==> src/rtl/crc32_pkg.sv <==
package crc32_pkg;

    localparam int          CRC_W        = 32;
    localparam logic [31:0] POLY_REFL    = 32'hEDB88320;
    localparam logic [31:0] GOOD_RESIDUE = 32'hDEBB20E3;

    typedef enum logic [1:0] {
        ST_IDLE,
        ST_ACCUM,
        ST_SHIFT
    } seq_state_e;

    typedef struct packed {
        logic preset;
        logic step;
        logic feed;
    } core_ctrl_t;

endpackage

==> src/rtl/crc32_shift_core.sv <==
module crc32_shift_core
    import crc32_pkg::*;
#(
    parameter int           W    = CRC_W,
    parameter logic [W-1:0] POLY = POLY_REFL
) (
    input  logic         clk,
    input  logic         rst_n,
    input  core_ctrl_t   ctrl,
    input  logic         din,
    output logic [W-1:0] crc_q,
    output logic [W-1:0] crc_d
);

    logic fb;

    always_comb begin
        fb    = ctrl.feed & (crc_q[0] ^ din);
        crc_d = crc_q;
        if (ctrl.preset) begin
            crc_d = '1;
        end else if (ctrl.step) begin
            crc_d = {1'b0, crc_q[W-1:1]} ^ (fb ? POLY : '0);
        end
    end

    always_ff @(posedge clk or negedge rst_n) begin
        if (!rst_n) begin
            crc_q <= '1;
        end else begin
            crc_q <= crc_d;
        end
    end

    AST_PRESET_ONES: assert property (@(posedge clk) disable iff (!rst_n)
        ctrl.preset |=> (&crc_q));

    AST_ZERO_FILL: assert property (@(posedge clk) disable iff (!rst_n)
        (ctrl.step && !ctrl.feed && !ctrl.preset) |=> (crc_q[W-1] == 1'b0));

endmodule

==> src/rtl/crc32_seq_fsm.sv <==
module crc32_seq_fsm
    import crc32_pkg::*;
#(
    parameter int W = CRC_W
) (
    input  logic       clk,
    input  logic       rst_n,
    input  logic       init,
    input  logic       data_valid,
    input  logic       mode_shift,
    input  logic       eof,
    input  logic       residue_hit,
    output core_ctrl_t ctrl,
    output logic       out_valid,
    output logic       idle,
    output logic       crc_ok
);

    localparam int             CNT_W = $clog2(W);
    localparam logic [CNT_W-1:0] LAST = CNT_W'(W - 1);

    seq_state_e       st, st_n;
    logic [CNT_W-1:0] cnt;

    // state register, shift counter and result flag
    always_ff @(posedge clk or negedge rst_n) begin
        if (!rst_n) begin
            st     <= ST_IDLE;
            cnt    <= '0;
            crc_ok <= 1'b0;
        end else begin
            st <= st_n;
            if (st == ST_SHIFT && !init) begin
                cnt <= cnt + 1'b1;
            end else begin
                cnt <= '0;
            end
            if (init) begin
                crc_ok <= 1'b0;
            end else if (st == ST_ACCUM && eof) begin
                crc_ok <= residue_hit;
            end
        end
    end

    // next state
    always_comb begin
        st_n = st;
        unique case (st)
            ST_IDLE:  st_n = ST_IDLE;
            ST_ACCUM: begin
                if (eof) begin
                    st_n = ST_IDLE;
                end else if (mode_shift) begin
                    st_n = ST_SHIFT;
                end
            end
            ST_SHIFT: begin
                if (cnt == LAST) begin
                    st_n = ST_IDLE;
                end
            end
            default:  st_n = ST_IDLE;
        endcase
        if (init) begin
            st_n = ST_ACCUM;
        end
    end

    // outputs
    always_comb begin
        ctrl.preset = init;
        ctrl.feed   = (st == ST_ACCUM);
        ctrl.step   = 1'b0;
        out_valid   = 1'b0;
        idle        = 1'b0;
        unique case (st)
            ST_IDLE:  idle = 1'b1;
            ST_ACCUM: ctrl.step = data_valid & ~mode_shift & ~init;
            ST_SHIFT: begin
                ctrl.step = ~init;
                out_valid = 1'b1;
            end
            default:  idle = 1'b1;
        endcase
    end

    AST_SHIFT_ENTRY: assert property (@(posedge clk) disable iff (!rst_n)
        $rose(out_valid) |-> $past(mode_shift));

    AST_OK_NEEDS_EOF: assert property (@(posedge clk) disable iff (!rst_n)
        $rose(crc_ok) |-> $past(eof));

    AST_INIT_ABORTS: assert property (@(posedge clk) disable iff (!rst_n)
        init |=> !out_valid);

endmodule

==> src/rtl/crc32_serial_engine.sv <==
module crc32_serial_engine
    import crc32_pkg::*;
#(
    parameter int           W       = CRC_W,
    parameter logic [W-1:0] POLY    = POLY_REFL,
    parameter logic [W-1:0] RESIDUE = GOOD_RESIDUE
) (
    input  logic         clk,
    input  logic         rst_n,
    input  logic         init,
    input  logic         mode_shift,
    input  logic         data_valid,
    input  logic         din,
    input  logic         eof,
    output logic         dout,
    output logic         out_valid,
    output logic         crc_ok,
    output logic [W-1:0] crc_state
);

    core_ctrl_t   ctrl;
    logic [W-1:0] crc_d;
    logic         residue_hit;
    logic         seq_idle;

    assign residue_hit = (crc_d == RESIDUE);

    crc32_seq_fsm #(
        .W (W)
    ) u_seq (
        .clk         (clk),
        .rst_n       (rst_n),
        .init        (init),
        .data_valid  (data_valid),
        .mode_shift  (mode_shift),
        .eof         (eof),
        .residue_hit (residue_hit),
        .ctrl        (ctrl),
        .out_valid   (out_valid),
        .idle        (seq_idle),
        .crc_ok      (crc_ok)
    );

    crc32_shift_core #(
        .W    (W),
        .POLY (POLY)
    ) u_core (
        .clk   (clk),
        .rst_n (rst_n),
        .ctrl  (ctrl),
        .din   (din),
        .crc_q (crc_state),
        .crc_d (crc_d)
    );

    assign dout = out_valid & ~crc_state[0];

    AST_IDLE_HOLD: assert property (@(posedge clk) disable iff (!rst_n)
        (seq_idle && !init) |=> $stable(crc_state));

    AST_DOUT_QUIET: assert property (@(posedge clk) disable iff (!rst_n)
        !out_valid |-> !dout);

endmodule

==> config.mk <==
export PLATFORM = sky130hd
export DESIGN_NAME = crc32_serial_engine
export DESIGN_NICKNAME = d
export VERILOG_FILES = /design/src/rtl/crc32_pkg.sv /design/src/rtl/crc32_shift_core.sv /design/src/rtl/crc32_seq_fsm.sv /design/src/rtl/crc32_serial_engine.sv
export SDC_FILE = /design/constraint.sdc
export NUM_CORES = 1
export LEC_CHECK = 0
export ABC_AREA = 1
export BUFFER_PORTS_ARGS = -buffer_cell sky130_fd_sc_hd__buf_2
export CORE_ASPECT_RATIO = 0.5
export CORE_MARGIN = 3
export CORE_UTILIZATION = 55
export CTS_CLUSTER_SIZE = 8
export DETAILED_ROUTE_END_ITERATION = 8
export HOLD_SLACK_MARGIN = 0.08
export PLACE_DENSITY = 0.79
export SKIP_LAST_GASP = 1
export SYNTH_ARGS = -nofsm -noshare
export SYNTH_HDL_FRONTEND = slang
export SYNTH_SLANG_ARGS = --single-unit
==> constraint.sdc <==
create_clock -name clk -period 5.5 [get_ports clk]
set_input_delay 1.375 -clock clk [delete_from_list [all_inputs] [get_ports clk]]
set_output_delay 1.375 -clock clk [all_outputs]
set_load 0.05 [all_outputs]
### Word level (Yosys, flattened, before mapping)

Index checks and enable logic that the tools add are counted.
W data, S select, Z words.

| operators by class | value |
|---|---|
| mux-type cells | 13 |
| add/subtract/negate cells | 1 |
| reduce and logical (&&, ||, !) cells | 5 |
| eq/ne operators | 6 |
| bitwise gates (word level) | 9 |

Operators by type and width:

| operator | count |
|---|---|
| $mux W32 | 3 |
| $eq A32 B32 Y1 const B | 1 |
| $xor A31 B32 Y32 | 1 |
| $mux W2 | 4 |
| $add A5 B1 Y5 const B | 1 |
| $eq A5 B5 Y1 const B | 1 |
| $mux W5 | 1 |
| $and A1 B1 Y1 | 4 |
| $ne A4 B4 Y1 const B | 1 |
| $pmux W2 S2 | 1 |
| $mux W1 | 3 |
| $ne A3 B3 Y1 const B | 1 |
| $not A1 Y1 | 3 |
| $eq A2 B1 Y1 const B | 1 |
| $eq A2 B2 Y1 const B | 1 |
| $logic_and A1 B1 Y1 | 2 |
| $pmux W1 S2 | 1 |
| $reduce_and A2 Y1 | 1 |
| $reduce_bool A2 Y1 | 1 |
| $logic_not A1 Y1 | 1 |
| $xor A1 B1 Y1 | 1 |

| word-level totals | value |
|---|---|
| word-level logic and storage cells | 38 |
| bits of input ports | 7 |
| bits in registers | 40 |

### Depth between registers and ports, before layout

Gate-level depths: netlist of the first run.

| logic depth | value |
|---|---|
| word-level depth | 9 |
| depth in mapped cells | 18 |

### By module

From an unflattened synthesis of the first run, not the netlist that was laid out.

| second synthesis, totals | value |
|---|---|
| cells, all modules | 273 |
| area, all modules | 2259.7 um^2 |

Modules (own cells, without submodules):

| module | area each (um^2) | instances | cells an instance | seq. area each (um^2) |
|---|---|---|---|---|
| crc32_shift_core | 1634.1 | 1 | 179 | 840.8 |
| crc32_seq_fsm | 457.9 | 1 | 52 | 200.2 |
| crc32_serial_engine | 167.7 | 1 | 42 | 0.0 |

### Worst setup path before layout of the first run

Ideal clock, no wire load.

| timing path | value |
|---|---|
| path kind | reg-to-output |
| from | register u_seq.st[0] |
| to | output dout |
| setup slack | 2.363 ns |
| data required time | 4.125 ns |
| stages on the path, launching flop included | 5 |
| path buffers | 0 |
| arrival | 1.762 ns |
| path through | dfrtp_1 > inv_1 > ha_1 > inv_1 > nor2_1 |

| on the way | value |
|---|---|
| word-level cells in the longest chain between the ends | 3 |

RTL lines:

| item | line | RTL |
|---|---|---|
| start: declaration | crc32_seq_fsm.sv:22 | `seq_state_e st, st_n;` |
| start signal: assignment | crc32_seq_fsm.sv:32 | `st <= st_n;` |
| $eq A2 B2 Y1 | crc32_seq_fsm.sv:77 | `unique case (st)` |
| $mux W1 | crc32_seq_fsm.sv:77 |  |
| named net out_valid | crc32_serial_engine.sv:16 | `output logic out_valid,` |
| $and A1 B1 Y1 | crc32_serial_engine.sv:56 | `assign dout = out_valid & ~crc_state[0];` |
| end: declaration | crc32_serial_engine.sv:15 | `output logic dout,` |

The timed path passes the listed nets, and every way through them passes these cells.

### Worst setup path after layout of the first run

| timing path | value |
|---|---|
| from | input init |
| to | register u_seq.crc_ok |

| on the way | value |
|---|---|
| word-level cells in the longest chain between the ends | 8 |

RTL lines:

| item | line | RTL |
|---|---|---|
| start: declaration | crc32_serial_engine.sv:10 | `input logic init,` |
| $not A1 Y1 | crc32_seq_fsm.sv:79, crc32_seq_fsm.sv:81 |  |
| $and A1 B1 Y1 | crc32_seq_fsm.sv:79 | `ST_ACCUM: ctrl.step = data_valid & ~mode_shift & ~init;` |
| $pmux W1 S2 | crc32_seq_fsm.sv:77 |  |
| $mux W32 | crc32_shift_core.sv:22 | `end else if (ctrl.step) begin` |
| $mux W32 | crc32_shift_core.sv:20 | `if (ctrl.preset) begin` |
| $eq A32 B32 Y1 | crc32_serial_engine.sv:26 | `assign residue_hit = (crc_d == RESIDUE);` |
| $mux W1 | crc32_seq_fsm.sv:40 | `end else if (st == ST_ACCUM && eof) begin` |
| $mux W1 | crc32_seq_fsm.sv:38 | `if (init) begin` |
| end signal: assignment | crc32_seq_fsm.sv:41 | `crc_ok <= residue_hit;` |
| end: declaration | crc32_seq_fsm.sv:16 | `output logic crc_ok` |

Parallel ways exist; a longest one is shown, timed or not. The select of a mux whose other input is x is not followed.
A chain may end at the register's enable or synchronous reset.

==> impl_metrics.json, run 1 <==
{
  "start_util": 0.5899,
  "path_cells": "buf_2 > inv_4 > nand2_8 > nand2_4 > nand2_4 > a21oi_1 > nand3_2 > nor2_1 > nand2_1 > nor2_1 > nand3_1 > nand2_1",
  "nets": 348,
  "rsz0062_at_grt": "no",
  "final_common_cell": "nand2_1",
  "antennaDiodeCount": 0,
  "drt-total-wl_mm": 5.092,
  "maxSlewViolCount": 0,
  "startpoint_type": "primary input",
  "cp-startpoint": "init",
  "place_ws_ns": 2.169,
  "cts_hold_buf": 0,
  "syn_inst": 303,
  "setup_viol": 0,
  "clockBufferDepth": 2,
  "syn2layout_area_growth_pct": 10.54,
  "ys_ff_latch": 40,
  "gp_congestion": 0.8977,
  "p_per_area_mw_per_mm2": 251.5,
  "ir_drop_v": 0.0001357,
  "postSynthAreaPerCell_um2": 7.833,
  "path_clk_slew_ns": 0.08,
  "drtPass1Iterations": 4,
  "post-cts-setup-buffers": 0,
  "first_global_vias": 1937,
  "antenna_found_initial": 0,
  "critPathMaxStageDelay_ns": 0.29,
  "hold_viol": 0,
  "hold_class": "flip-flop to flip-flop",
  "syn_area_mm2": 0.002374,
  "period_needed_ns": 3.061,
  "met3_usage": 0.06109,
  "ys_warn_count": 0,
  "arrival_ns": 3.29,
  "clock-sinks": 40,
  "hpwl_mm": 3.625,
  "required_ns": 5.73,
  "top_usage_layer": "met2",
  "root_buffer": "clkbuf_8",
  "globalRouteTotalUtil": 0.2187,
  "ys_seq_area_frac": 0.4386,
  "port_buffers": 41,
  "final.setup.tns_ns": 0,
  "tritoncts": "done",
  "syn_nets": 314,
  "die_area_mm2": 0.005188,
  "overflow": 0,
  "cts_made_buffers": 5,
  "critical_path_class": "primary input to flip-flop",
  "crit_slowest_cell": "inv_4",
  "vias": 2041,
  "via_per_inst": 5.207,
  "reg2reg_slack_ns": 2.97,
  "drive_above_1_share": 0.3284,
  "maxSlewHeadroom": 0.4282,
  "core_mm2": 0.004024,
  "cap_violations": 0,
  "wire_per_inst_um": 12.99,
  "setup_slack_ns": 2.440,
  "crit_path_end_kind": "flip-flop",
  "grt_pass1_wl_mm": 8.976,
  "critical_path_peak_fanout": 29,
  "hold_start": "u_seq.cnt[0]$_DFF_PN0_",
  "route.detailed.drc": 0,
  "mostFrequentLayoutCells": "nand2_1 (83), buf_2 (41), inv_1 (39)",
  "leakagePower_nw": 1.336,
  "detail-route-antenna-nets": 0,
  "die_h_um": 52.45,
  "fin_crit_sh": 0.5565,
  "yosysUniqueCellTypes": 28,
  "max_freq_mhz": 326.7,
  "finalClockSkew_ns": 0.008742,
  "r2r_start": "u_seq.st[0]$_DFFE_PN0P_",
  "drt_iter0_markers": 113,
  "clkLatencyLatePin_ns": 0.29,
  "die_w_um": 98.91,
  "cts-resized-gates": 0,
  "grt_max_degree": 41,
  "use_met1": 0.2960,
  "total_power_mw": 0.6598,
  "met2_usage": 0.3578,
  "fp-row-count": 16,
  "worst_pin_slew_ns": 0.8577,
  "htree_levels": 2,
  "io_pins": 42,
  "status": "complete, no violations"
}
[cells by family after synthesis]
logic type                 count (synthesis)  share of synthesized area
and+or+nand+nor                          189                     0.3827
AOI/OAI and AO/OA                         13                    0.03374
buffers and inverters                     56                     0.1202
xor gates and xnor gates                   1                   0.003691
DFF                                       40                     0.4386
adders and majority gates                  4                    0.02109
[through the flow]
step / cells / hold WS (ns) / utilization / instance area (um^2)
final: 392 / 0.4641 / 0.6521 / 2624
after CTS: 392 / 0.4702 / 0.6521 / 2624
after floorplan: 303 / 0.4304 / - / 2374
after global placement: 384 / 0.4491 / 0.6272 / 2524
after global routing: 392 / 0.5015 / 0.6521 / 2624
after detailed placement: 384 / 0.4599 / 0.6272 / 2524
[flip-flops by register name, indices dropped and copies added, names as in the netlist]
signal,cells
u_core.crc_q,32
u_seq.cnt,5
u_seq.crc_ok,1
u_seq.st,2
[Yosys cell counts (all sizes together)]
master  number  area, um^2
xor2         1       8.760
a21boi       1       7.510
o21ai        2       10.01
nand3b       1       11.26
inv         42       162.6
dfstp       32       840.8
ha           4       50.05
a31oi        1       6.260
nand2       94       414.2
a21oi        9       56.31
nand4        5       31.28
nor3b        1       7.510
nor2        45       204.0
nand3       43       240.2
buf         14       122.6
dfrtp        8       200.2
[layout make-up]
| cell class | count | area [um^2] |
|---|---|---|
| inverters | 42 | 162.7 |
| multi-input cells | 207 | 1047 |
| well taps | 54 | 67.56 |
| fillers | 348 | 1400 |
| clock buffers | 8 | 100.1 |
| repair buffers | 41 | 205.2 |
| flip-flops and latches | 40 | 1041 |
[layer usage]
metal,part of all wire,vias up
met5,0,-
li1,-,1009
met3,0.069,6
met4,0.0081,0
met1,0.47,956
met2,0.45,70
[final timing paths]
path / to / cells past startpoint
worst max register to register: u_seq.crc_ok$_DFFE_PN0P_ / 11
worst max-delay path: u_seq.crc_ok$_DFFE_PN0P_ / 12
min in group asynchronous: u_seq.crc_ok$_DFFE_PN0P_ / 1
worst min-delay path: u_seq.cnt[0]$_DFF_PN0_ / 1
max in group asynchronous: u_seq.cnt[0]$_DFF_PN0_ / 1
worst min register to register: u_seq.cnt[0]$_DFF_PN0_ / 1
[critical path, delay by kind of cell]
family	cells	cell delay, ns
AOI/OAI and AO/OA	1	0.28
buffers and inverters	2	0.47
and+or+nand+nor	9	1.16
[where the power goes]
part / switching, mW / total [mW] / internal [mW]
clock network: 0.0998 / 0.214 / 0.115
logic: 0.0955 / 0.124 / 0.0286
registers: 0.00931 / 0.321 / 0.312
total: 0.205 / 0.660 / 0.455
No activity file was read; power rests on OpenSTA's default activity.
==> inputs of run 2 (changes only) <==
--- a/config.mk
+++ b/config.mk
@@ -9,11 +9,11 @@
 export BUFFER_PORTS_ARGS = -buffer_cell sky130_fd_sc_hd__buf_2
 export CORE_ASPECT_RATIO = 0.5
 export CORE_MARGIN = 3
-export CORE_UTILIZATION = 55
+export CORE_UTILIZATION = 50
 export CTS_CLUSTER_SIZE = 8
 export DETAILED_ROUTE_END_ITERATION = 8
 export HOLD_SLACK_MARGIN = 0.08
-export PLACE_DENSITY = 0.79
+export PLACE_DENSITY = 0.75
 export SKIP_LAST_GASP = 1
 export SYNTH_ARGS = -nofsm -noshare
 export SYNTH_HDL_FRONTEND = slang
==> constraint.sdc (replaced) <==
create_clock -name clk -period 2.5 [get_ports clk]
set_input_delay 0.625 -clock clk [delete_from_list [all_inputs] [get_ports clk]]
set_output_delay 0.625 -clock clk [all_outputs]
set_load 0.05 [all_outputs]
==> impl_metrics.json, run 2 (synthesis results as in run 1) <==
{
  "grt_pass1_wl_mm": 8.769,
  "setup_slack_ns": 0.2872,
  "period_needed_ns": 2.213,
  "crit_family": "simple AND/OR/NAND/NOR gates",
  "clockBufferDepth": 2,
  "pwr-share-clk": 0.354,
  "path_cells": "inv_1 > ha_1 > inv_1 > nand2_4 > nand2_1 > nand2_1 > nor2_1 > nand2_1 > nor2_1 > nand2_1 > nor2_2 > nand3_1 > nand2_1",
  "drt_iter0_markers": 86,
  "io_pins": 42,
  "placed_cells_incl_taps": 401,
  "pwr-share-comb": 0.184,
  "mostFrequentLayoutCells": "nand2_1 (83), buf_2 (41), inv_1 (39)",
  "via_per_inst": 4.929,
  "p_seq_frac": 0.462,
  "met3_length_um": 311,
  "wl_met1_mm": 2.406,
  "core_mm2": 0.004488,
  "required_ns": 2.73,
  "start_util": 0.5289,
  "grt_max_degree": 41,
  "crit_buf_inv": 2,
  "maxSlewViolCount": 0,
  "syn2layout_area_growth_pct": 13.65,
  "overflow": 0,
  "critical_path_peak_fanout": 26,
  "reg_top3": "u_core.crc_q: 32 flops, u_seq.cnt: 5 flops, u_seq.st: 2 flops",
  "detail-route-antenna-nets": 0,
  "route.detailed.drc": 0,
  "port_buffers": 41,
  "die_area_mm2": 0.005660,
  "clkLatencyLatePin_ns": 0.29,
  "arrival_ns": 2.44,
  "final_common_cell": "nand2_1",
  "setup_viol": 0,
  "tritoncts": "done",
  "vias": 2016,
  "switching_share": 0.3015,
  "rsz0062_at_grt": "no",
  "hold_class": "primary input to asynchronous set/reset pin",
  "crit_path_end_kind": "flip-flop",
  "cp_common_cell": "nand2_1",
  "fin_crit_sh": 0.8851,
  "fillers": 401,
  "globalRouteTotalUtil": 0.2015,
  "cts_hold_buf": 0,
  "clock-sinks": 40,
  "switchingPower_mw": 0.4611,
  "cts-resized-gates": 0,
  "die_w_um": 103.4,
  "gp_congestion": 0.7831,
  "first_global_vias": 1905,
  "fin_cells": 409,
  "path_clk_slew_ns": 0.08,
  "cap_violations": 0,
  "largest_register_ff_count": 32,
  "cts_made_buffers": 5,
  "htree_levels": 2,
  "startpoint_type": "flip-flop",
  "crit_slowest_cell": "inv_1",
  "wire_per_inst_um": 12.83,
  "maxSlewHeadroom": 0.4240,
  "drtPass1Iterations": 4,
  "critical_path_class": "flip-flop to flip-flop",
  "finalClockSkew_ns": 0.002325,
  "place_ws_ns": 0.2139,
  "antennaDiodeCount": 0,
  "ir_drop_v": 0.0002671,
  "top_layer": "met4",
  "final.setup.tns_ns": 0,
  "regMostFlops": "u_core.crc_q",
  "worst_pin_slew_ns": 0.8639,
  "drt-total-wl_mm": 5.249,
  "intPower_mw": 1.068,
  "drive_above_1_share": 0.3411,
  "p_per_area_mw_per_mm2": 567.0,
  "max_freq_mhz": 451.9,
  "hpwl_mm": 3.590,
  "critPathMaxStageDelay_ns": 0.37,
  "nets": 353,
  "antenna_found_initial": 0,
  "die_h_um": 54.72,
  "leakagePower_nw": 1.372,
  "post-cts-setup-buffers": 0,
  "met2_length_mm": 2.457,
  "status": "complete, no violations",
  "hold_viol": 0,
  "fp-row-count": 17,
  "root_buffer": "clkbuf_8"
}
-- run 2: path summary, 6_finish.rpt --
kind / from / to / slack, ns / depth (start not counted)
min: rst_n / u_seq.cnt[1]$_DFF_PN0_ / 0.45 / 1
max in group asynchronous: rst_n / u_seq.st[0]$_DFFE_PN0P_ / 1.51 / 1
max: u_seq.st[0]$_DFFE_PN0P_ / u_seq.crc_ok$_DFFE_PN0P_ / 0.29 / 13
min reg2reg: u_seq.cnt[0]$_DFF_PN0_ / u_seq.cnt[0]$_DFF_PN0_ / 0.47 / 1
max reg2reg: u_seq.st[0]$_DFFE_PN0P_ / u_seq.crc_ok$_DFFE_PN0P_ / 0.29 / 13
min in group clk: u_seq.cnt[0]$_DFF_PN0_ / u_seq.cnt[0]$_DFF_PN0_ / 0.47 / 1
-- run 2: worst reg2reg max path: cells and delay by family, from the launching register on --
kind / cells / cell delay (ns)
buffers and inverters: 2 / 0.43
DFF: 1 / 0.35
adders and majority gates: 1 / 0.34
and+or+nand+nor: 10 / 1.04
-- run 2: per-layer routing --
layer / vias up / track usage
met5: - / 0
met4: 0 / 0.05591
met3: 11 / 0.04962
met2: 59 / 0.3449
met1: 928 / 0.2583
li1: 1018 / -
-- run 2: power by group through the flow --
stage                     clock (mW)  sequential [mW]  combinational (mW)
final                          0.542            0.707               0.281
after global placement             0            0.716               0.275
after floorplan                    0            0.788               0.151
after detailed placement           0            0.717               0.281
after CTS                      0.554            0.707               0.283
after global routing           0.586            0.710               0.310
-- run 2: cell type report --
| type | count | area (um^2) | area share |
|---|---|---|---|
| Clock buffer | 8 | 121.4 | 0.04499 |
| Inverter | 42 | 162.7 | 0.06030 |
| Multi-Input combinational cell | 207 | 1047 | 0.3882 |
| Sequential cell | 40 | 1041 | 0.3859 |
| Tap cell | 66 | 82.58 | 0.03061 |
| Timing Repair Buffer | 46 | 242.7 | 0.08998 |
-- run 2: metrics by stage --
step / total power, mW / hold WS [ns] / area [um^2] / util
2_1_floorplan: 0.9390 / 0.3294 / 2374 / -
3_3_place_gp: 0.9909 / 0.4512 / 2576 / 0.5740
3_5_place_dp: 0.9974 / 0.4550 / 2576 / 0.5740
4_1_cts: 1.544 / 0.4657 / 2698 / 0.6011
5_1_grt: 1.606 / 0.5109 / 2698 / 0.6011
6_report: 1.529 / 0.4469 / 2698 / 0.6011
==> inputs of run 3 (changes only) <==
==> constraint.sdc (replaced) <==
create_clock -name clk -period 2.5 [get_ports clk]
set_input_delay 0.625 -clock clk [delete_from_list [all_inputs] [get_ports clk]]
set_output_delay 0.625 -clock clk [all_outputs]
set_load 0.1 [all_outputs]
==> impl_metrics.json, run 3 (synthesis results as in run 1) <==
{
  "cts_made_buffers": 5,
  "cts-resized-gates": 0,
  "maxSlewHeadroom": 0.4303,
  "switchingPower_mw": 0.5425,
  "hold_viol": 0,
  "io_pins": 42,
  "cts_hold_buf": 0,
  "p_per_area_mw_per_mm2": 595.1,
  "drt-total-wl_mm": 5.242,
  "vias": 2058,
  "rsz0062_at_grt": "no",
  "clock-sinks": 40,
  "reg2reg_slack_ns": 0.26,
  "antennaDiodeCount": 0,
  "die_w_um": 103.4,
  "worst_pin_slew_ns": 0.8545,
  "status": "complete, no violations",
  "gp_congestion": 0.7870,
  "syn2layout_area_growth_pct": 14.08,
  "largest_register_ff_count": 32,
  "final.setup.tns_ns": 0,
  "total_power_mw": 1.611,
  "first_global_vias": 1899,
  "critical_path_class": "flip-flop to flip-flop",
  "hold_class": "primary input to asynchronous set/reset pin",
  "fin_crit_sh": 0.8977,
  "fin_util": 0.6033,
  "path_clk_slew_ns": 0.08,
  "reg_top3": "u_core.crc_q: 32 flops, u_seq.cnt: 5 flops, u_seq.st: 2 flops",
  "crit_path_end_kind": "flip-flop",
  "final_common_cell": "nand2_1",
  "ir_drop_v": 0.0002667,
  "drive_above_1_share": 0.3469,
  "seq_area_mm2": 0.001041,
  "r2r_start": "u_seq.st[0]$_DFFE_PN0P_",
  "fp-row-count": 17,
  "cap_violations": 0,
  "globalRouteTotalUtil": 0.2036,
  "clockBufferDepth": 2,
  "clkLatencyLatePin_ns": 0.30,
  "grt_pass1_wl_mm": 8.804,
  "drt_iter0_markers": 108,
  "htree_levels": 2,
  "fillers": 393,
  "intPower_mw": 1.069,
  "nets": 353,
  "tritoncts": "done",
  "arrival_ns": 2.48,
  "drtPass1Iterations": 4,
  "max_freq_mhz": 445.6,
  "detail-route-antenna-nets": 0,
  "overflow": 0,
  "regMostFlops": "u_core.crc_q",
  "maxSlewViolCount": 0,
  "route.detailed.drc": 0,
  "ff2ff_path_depth": 11,
  "die_area_mm2": 0.005660,
  "hpwl_mm": 3.647,
  "leakagePower_nw": 1.370,
  "p_seq_frac": 0.439,
  "hold_slack_ns": 0.4358,
  "switching_share": 0.3367,
  "post-cts-setup-buffers": 0,
  "multiInputGateArea_mm2": 0.001057,
  "required_ns": 2.74,
  "wire_per_inst_um": 12.82,
  "setup_viol": 0,
  "r2r-end": "u_seq.crc_ok$_DFFE_PN0P_",
  "core_mm2": 0.004488,
  "startpoint_type": "flip-flop",
  "root_buffer": "clkbuf_8",
  "period_needed_ns": 2.244,
  "via_per_inst": 5.032,
  "finalClockSkew_ns": 0.003349,
  "start_util": 0.5289,
  "die_h_um": 54.72,
  "pwr-share-clk": 0.336,
  "pwr-share-comb": 0.225,
  "mostFrequentLayoutCells": "nand2_1 (83), buf_2 (41), inv_1 (39)",
  "antenna_found_initial": 0,
  "grt_max_degree": 41,
  "critical_path_peak_fanout": 26,
  "port_buffers": 41
}
==> run 3: cell types whose count changed in the layout (fill, tap and decap cells not counted) <==
cell	previous run	this run
ha_1	4	3
ha_2	0	1
nor2_1	35	34
nor2_4	2	3
==> run 3: how the worst max path moves through the flow <==
stage	startpoint	endpoint	slack (ns)	cells after the start
floorplan	u_seq.st[0]$_DFFE_PN0P_	dout	0.21	4
global placement	init	u_seq.crc_ok$_DFFE_PN0P_	0.30	12
detailed placement	init	u_seq.crc_ok$_DFFE_PN0P_	0.21	12
CTS	u_seq.st[0]$_DFFE_PN0P_	dout	0.28	5
global route	u_seq.st[1]$_DFFE_PN0P_	u_seq.crc_ok$_DFFE_PN0P_	0.03	14
finish	u_seq.st[0]$_DFFE_PN0P_	u_seq.crc_ok$_DFFE_PN0P_	0.26	11
==> run 3: metrics by stage <==
step           worst slack [ns]  instances  cell area (um^2)
2_1_floorplan            0.2109        303              2384
6_report                 0.2557        409              2708
5_1_grt                 0.02598        409              2708
4_1_cts                  0.2751        409              2708
3_3_place_gp             0.3019        401              2586
3_5_place_dp             0.2136        401              2586
==> run 3: layer usage <==
layer	GRT usage	wire (um)	share of wire	vias up
li1	-	-	-	1013
met1	0.2785	2518	0.48	980
met3	0.04580	259	0.049	8
met4	0.05806	48	0.0092	0
met2	0.3270	2416	0.46	57
met5	0	0	0	-
==> run 3: power groups by stage <==
| stage | Clock [mW] | Sequential, mW | Combinational (mW) |
|---|---|---|---|
| 3_5_place_dp | 0 | 0.717 | 0.362 |
| 3_3_place_gp | 0 | 0.716 | 0.357 |
| 4_1_cts | 0.556 | 0.707 | 0.364 |
| 2_1_floorplan | 0 | 0.868 | 0.155 |
| 5_1_grt | 0.589 | 0.711 | 0.393 |
| 6_report | 0.542 | 0.707 | 0.362 |
==> run 3: critical path: stages (launching register included) <==
cell     delay, ns
dfrtp_1       0.39
inv_1         0.08
ha_2          0.29
inv_1         0.32
nand2_4       0.26
a21oi_1       0.34
nand3_2       0.12
nor2_1        0.12
nand2_1       0.07
nor2_1        0.08
nand3_1       0.07
nand2_1       0.05
==> run 3: final cells by class <==
cell class	instances	area share
repair buffers	46	0.08965
flip-flops and latches	40	0.3845
clock buffers	8	0.04482
multi-input cells	207	0.3905
inverters	42	0.06007
well taps	66	0.03050
